`src/rtl/tick_pkg.sv`:
```
package tick_pkg;

  localparam int CNT_W  = 63;
  localparam int WORD_W = CNT_W + 1;

  typedef logic [CNT_W-1:0]  cnt_t;
  typedef logic [WORD_W-1:0] word_t;

  typedef enum logic {
    SEL_TICK  = 1'b0,
    SEL_STICK = 1'b1
  } alias_sel_e;

  // Offset that makes (free + offset) equal target at this instant.
  function automatic cnt_t offset_for(cnt_t target, cnt_t free_now);
    return target - free_now;
  endfunction

  // Visible count, modulo 2^CNT_W.
  function automatic cnt_t visible(cnt_t free_now, cnt_t off);
    return free_now + off;
  endfunction

  // Assemble the architectural word: flag on top, low bits cleared.
  function automatic word_t pack_view(logic flag, cnt_t vis, int unsigned low_zero);
    word_t w;
    w = {flag, vis};
    for (int i = 0; i < CNT_W; i++) begin
      if (i < int'(low_zero)) w[i] = 1'b0;
    end
    return w;
  endfunction

endpackage

```
`src/rtl/tick_access_dec.sv`:
```
module tick_access_dec
  import tick_pkg::*;
(
  input  logic acc_en,
  input  logic acc_wr,
  input  logic acc_sel,
  output logic wr_fire,
  output logic rd_fire
);

  logic hit_tick;
  logic hit_stick;
  logic hit_any;

  // Both register names decode onto the single shared state.
  assign hit_tick  = (alias_sel_e'(acc_sel) == SEL_TICK);
  assign hit_stick = (alias_sel_e'(acc_sel) == SEL_STICK);
  assign hit_any   = acc_en & (hit_tick | hit_stick);

  assign wr_fire = hit_any &  acc_wr;
  assign rd_fire = hit_any & ~acc_wr;

endmodule

```
`src/rtl/tick_free_ctr.sv`:
```
module tick_free_ctr
  import tick_pkg::*;
(
  input  logic clk,
  input  logic rst_n,
  input  logic step_i,
  output cnt_t cnt_o
);

  cnt_t cnt_q;

  always_ff @(posedge clk) begin
    if (!rst_n) begin
      cnt_q <= '0;
    end else if (step_i) begin
      cnt_q <= cnt_q + cnt_t'(1);
    end
  end

  assign cnt_o = cnt_q;

endmodule

```
`src/rtl/tick_offset_reg.sv`:
```
module tick_offset_reg
  import tick_pkg::*;
#(
  parameter logic RESET_FLAG = 1'b1
) (
  input  logic  clk,
  input  logic  rst_n,
  input  logic  wr_i,
  input  word_t wr_word_i,
  input  cnt_t  free_i,
  output cnt_t  off_o,
  output logic  flag_o
);

  cnt_t off_q;
  logic flag_q;
  cnt_t off_new;

  // Offset is taken against the count before this cycle's increment.
  // The counter and offset then advance together: the next visible
  // value is the written value plus any increment in the write cycle.
  assign off_new = offset_for(wr_word_i[CNT_W-1:0], free_i);

  always_ff @(posedge clk) begin
    if (!rst_n) begin
      off_q  <= '0;
      flag_q <= RESET_FLAG;
    end else if (wr_i) begin
      off_q  <= off_new;
      flag_q <= wr_word_i[WORD_W-1];
    end
  end

  assign off_o  = off_q;
  assign flag_o = flag_q;

endmodule

```
`src/rtl/tick_read_port.sv`:
```
module tick_read_port
  import tick_pkg::*;
#(
  parameter int unsigned LOW_ZERO = 2
) (
  input  logic  clk,
  input  logic  rst_n,
  input  logic  rd_i,
  input  cnt_t  vis_i,
  input  logic  flag_i,
  output word_t rd_o
);

  localparam int unsigned KEEP_LO = (LOW_ZERO > CNT_W) ? CNT_W : LOW_ZERO;

  word_t view_w;
  word_t rd_q;

  assign view_w[WORD_W-1] = pack_view(flag_i, vis_i, KEEP_LO) >> (WORD_W-1);

  for (genvar b = 0; b < CNT_W; b++) begin : g_bit
    if (b < int'(KEEP_LO)) begin : g_zero
      assign view_w[b] = 1'b0;
    end else begin : g_pass
      assign view_w[b] = vis_i[b];
    end
  end

  always_ff @(posedge clk) begin
    if (!rst_n) begin
      rd_q <= '0;
    end else if (rd_i) begin
      rd_q <= view_w;
    end
  end

  assign rd_o = rd_q;

endmodule

```
`src/rtl/tick_alias_reg.sv`:
```
module tick_alias_reg
  import tick_pkg::*;
#(
  parameter int unsigned LOW_ZERO   = 2,
  parameter logic        RESET_FLAG = 1'b1
) (
  input  logic        clk,
  input  logic        rst_n,
  input  logic        cnt_en,
  input  logic        acc_en,
  input  logic        acc_wr,
  input  logic        acc_sel,
  input  logic [63:0] wr_data,
  output logic [63:0] rd_data
);

  logic  wr_fire;
  logic  rd_fire;
  cnt_t  free_cnt;
  cnt_t  offset;
  logic  flag;
  cnt_t  vis_cnt;
  word_t rd_word;

  tick_access_dec u_dec (
    .acc_en  (acc_en),
    .acc_wr  (acc_wr),
    .acc_sel (acc_sel),
    .wr_fire (wr_fire),
    .rd_fire (rd_fire)
  );

  tick_free_ctr u_ctr (
    .clk    (clk),
    .rst_n  (rst_n),
    .step_i (cnt_en),
    .cnt_o  (free_cnt)
  );

  tick_offset_reg #(.RESET_FLAG(RESET_FLAG)) u_off (
    .clk       (clk),
    .rst_n     (rst_n),
    .wr_i      (wr_fire),
    .wr_word_i (wr_data),
    .free_i    (free_cnt),
    .off_o     (offset),
    .flag_o    (flag)
  );

  assign vis_cnt = visible(free_cnt, offset);

  tick_read_port #(.LOW_ZERO(LOW_ZERO)) u_rd (
    .clk    (clk),
    .rst_n  (rst_n),
    .rd_i   (rd_fire),
    .vis_i  (vis_cnt),
    .flag_i (flag),
    .rd_o   (rd_word)
  );

  assign rd_data = rd_word;

endmodule

```
`config.mk`:
```
export PLATFORM = sky130hd
export DESIGN_NAME = tick_alias_reg
export DESIGN_NICKNAME = d
export VERILOG_FILES = /design/src/rtl/tick_pkg.sv /design/src/rtl/tick_access_dec.sv /design/src/rtl/tick_free_ctr.sv /design/src/rtl/tick_offset_reg.sv /design/src/rtl/tick_read_port.sv /design/src/rtl/tick_alias_reg.sv
export SDC_FILE = /design/constraint.sdc
export NUM_CORES = 1
export LEC_CHECK = 0
export BUFFER_PORTS_ARGS = -buffer_cell sky130_fd_sc_hd__buf_2
export CAP_MARGIN = 25
export CORE_UTILIZATION = 61
export CTS_CLUSTER_SIZE = 16
export DETAILED_ROUTE_END_ITERATION = 6
export GPL_ROUTABILITY_DRIVEN = 0
export GPL_TIMING_DRIVEN = 0
export PLACE_DENSITY = 0.79
export SETUP_SLACK_MARGIN = 0.2
export SLEW_MARGIN = 10
export SYNTH_ARGS = -nofsm -noshare
export SYNTH_HDL_FRONTEND = slang
export SYNTH_SLANG_ARGS = --single-unit
```
`constraint.sdc`:
```
create_clock -name clk -period 3.6 [get_ports clk]
set_clock_uncertainty 0.05 [all_clocks]
set_input_delay 0.54 -clock clk [delete_from_list [all_inputs] [get_ports clk]]
set_output_delay 0.54 -clock clk [all_outputs]
set_load 0.01 [all_outputs]
```
==> out/metrics.cfg <==
[hold_path]
min_path_cells = 3
hold_start = wr_data[63]
min_path_type = in -> reg
hold_path_end = u_off.flag_o$_SDFFE_PN1P_

[drt]
avgRoutedWirePerCell_um = 18.9
wl_mm = 46.0
drtPass1Iterations = 7
dr.first_iter.drc_count = 1507
met2RoutedLength_mm = 20.4
drc = 5
ant_nets = 0
vias_per_cell = 6.11
top_layer = met4
num_vias = 14900
wl_met1_mm = 19.2
wl_met3_mm = 4.25

[pwr]
power_frac_seq = 0.416
p_leak_nw = 7.03
total_power_mw = 5.28
combPwrFrac = 0.190
internal_power_mw = 3.74
power.density_nw_per_um2 = 306
peakVddDrop_v = 0.000184
p_switching_mw = 1.54
power_switching_share = 0.292
p_clk_frac = 0.394

[clock_network]
clock_sinks = 189
cts.clk_slew.worst_paths_ns = 0.07
clock_path_buffers = 2
hold_buffers = 0
htree_levels = 4
cts_made_buffers = 17
clock_latency_ns = 0.45
root_buffer = clkbuf_16
cts_tree = done

[worst_setup_path]
worst_path_dominant_cell_family = simple AND/OR/NAND/NOR gates
crit_arrival_ns = 3.76
rr_worst_depth = 12
path_max_fanout = 6
crit_top_cell = o22ai_4
r2r_slack_ns = 0.18
slowest_stage = or4_4
critPathRequiredTime_ns = 3.94
path_class = reg -> reg
path_cells = inv_4 -> ha_4 -> buf_6 -> nand4_1 -> or4_4 -> or3_4 -> o22ai_4 -> o22ai_4 -> o21ai_4 -> a31oi_4 -> or4b_1 -> nand3_1
crit_path_end_kind = flop
timing.rr.end = u_off.off_o[61]$_SDFFE_PN0P_
cp_num_buf_inv = 2
critical-path-max-stage-delay_ns = 0.61
cp-start-kind = flop
worstReg2RegStart = u_ctr.cnt_o[35]$_SDFFE_PN0P_

[sta]
rsz0062_at_grt = yes
slew_viol_final = 0
period_needed_ns = 3.42
hold_viol = 0
maxClockFrequency_mhz = 292
finalCritPeriodShare = 0.950
setup_viol = 0
relSlewSlack = 0.342
tightest_slew_ns = 0.987

[final_layout]
nets = 2304
drive_above_1_share = 0.176
antenna_cells = 0
syn_to_final_growth_pct = 20.1
final_util = 0.755

[synthesis]
synth.largest_area_cell = dfxtp_1
yosysSeqAreaShare = 0.263
avgSynthCellArea_um2 = 7.51
synth_area_leaders = dfxtp_1 (26%), ha_1 (11%), xnor2_1 (6.8%)
ys_types = 69
syn-cell-area_um2 = 14400
ys_async_sr_fraction = 0
synth-edff-count = 0
synth_cells = 1913
synth.most_common_cell = nand2_1
synth_ff_type = dfxtp_1
synth_top_cell_area_share = 0.263
ys_ff_latch = 189
synth.top_cells.by_count = nand2_1 (249), dfxtp_1 (189), a21oi_1 (148)
ys_warn_count = 0

[floorplanning]
die_height_um = 155
rows = 55
start_util = 0.629
fp.coreArea_um2 = 22800
ioPinCount = 134
die_x_um = 155
dieArea_um2 = 24200

[run]
drv_cap = 0

[global_routing]
grt_overflow = 0
grt_max_degree = 17
grt_usage = 0.367
grt_pass1_wl_mm = 70.0
grt_pass1_vias = 13700
antenna_found_initial = 0

[outcome]
violations = design-rule violations
status = complete, but fails checks

[placed_design]
port_buffers = 128
post-dp-hpwl_mm = 34.1

[how the worst max path moves through the flow]
stage / startpoint / to / slack, ns / cells past startpoint
2_1_floorplan: wr_data[34] / u_off.off_o[61]$_SDFFE_PN0P_ / 0.36 / 11
3_3_place_gp: wr_data[10] / u_off.off_o[60]$_SDFFE_PN0P_ / -0.69 / 13
3_5_place_dp: wr_data[10] / u_off.off_o[60]$_SDFFE_PN0P_ / -0.73 / 13
4_1_cts: u_ctr.cnt_o[8]$_SDFFE_PN0P_ / u_off.off_o[60]$_SDFFE_PN0P_ / 0.11 / 13
5_1_grt: u_ctr.cnt_o[35]$_SDFFE_PN0P_ / u_off.off_o[61]$_SDFFE_PN0P_ / 0.11 / 12
6_report: u_ctr.cnt_o[35]$_SDFFE_PN0P_ / u_off.off_o[61]$_SDFFE_PN0P_ / 0.18 / 12
[worst register-to-register path: stages, from the launching register on]
cell,delay [ns]
dfxtp_4,0.41
inv_4,0.05
ha_4,0.25
buf_6,0.10
nand4_1,0.17
or4_4,0.61
or3_4,0.40
o22ai_4,0.23
o22ai_4,0.14
o21ai_4,0.20
a31oi_4,0.13
or4b_1,0.54
nand3_1,0.08
[cell usage in the layout (no fill, tap or decap), types with 8 or more instances in the layout]
cell,count
a21oi_1,137
ha_4,8
nor4_1,12
nand3_1,58
o21bai_1,15
dfxtp_1,162
o21ai_2,8
a21o_1,54
dfxtp_2,20
a21boi_0,15
clkbuf_1,63
a31oi_1,12
o21ai_0,98
buf_6,9
buf_4,52
nand4_1,41
nor2_1,95
nand2b_1,12
o21a_1,10
clkbuf_16,17
a21boi_1,16
nor2b_1,18
nor3_1,35
o21ai_1,63
and2_1,124
buf_2,136
and4_1,10
xnor2_1,107
nand2_1,247
inv_1,82
or3_1,12
ha_1,112
and3_1,14
a211oi_1,8
xor2_1,54
[area by class of cell]
class                      instances  area (um2)
timing repair buffer             176        1010
sequential                       189        3830
multi-input combinational       1543       10600
inverter                          90         348
clock inverter                    11         180
tap                              313         392
fill                            1774        5600
clock buffer                      20         447
buffer                            92         459
[cell families after synthesis]
logic type | synth area share
xor gates and xnor gates | 0.101
and+or+nand+nor | 0.248
muxes | 0.00139
buffers and inverters | 0.0504
adders and majority gates | 0.109
other | 0.000261
AOI/OAI and AO/OA | 0.226
DFF | 0.263
[sequential cells by signal, indices dropped and copies added, names as in the netlist]
register      cells
u_ctr.cnt_o      63
u_rd.rd_o        62
u_off.off_o      63
u_off.flag_o      1
[timing repair]
item                                    CTS  global route
pin swaps                                 9            33
buffers inserted                         12            35
endpoints found under the setup margin   56            41
gates resized for setup                  70           142
endpoints found under the hold margin     0             0
[layer usage]
metal	vias up	GRT usage
li1	7090	-
met1	6861	0.483
met2	766	0.593
met3	156	0.0543
met4	0	0.168
met5	-	0
[per-stage QoR]
stage	hold slack [ns]	setup TNS (ns)	area (um2)	setup WS [ns]	cells
detailed placement	0.390	-11.28	15400	-0.726	2356
global route	0.314	0	17200	0.106	2434
global placement	0.384	-13.40	15400	-0.688	2355
floorplan	0.380	0	14400	0.363	1914
CTS	0.288	0	16400	0.111	2399
finish	0.295	0	17200	0.181	2434
[power groups by stage]
stage | Clock, mW | Combinational (mW) | Sequential [mW]
6_report | 2.08 | 1.00 | 2.20
5_1_grt | 2.16 | 1.08 | 2.20
4_1_cts | 2.08 | 0.889 | 2.20
3_5_place_dp | 0 | 0.850 | 2.25
3_3_place_gp | 0 | 0.832 | 2.24
2_1_floorplan | 0 | 0.588 | 2.24
No activity file was read; power rests on OpenSTA's default activity.
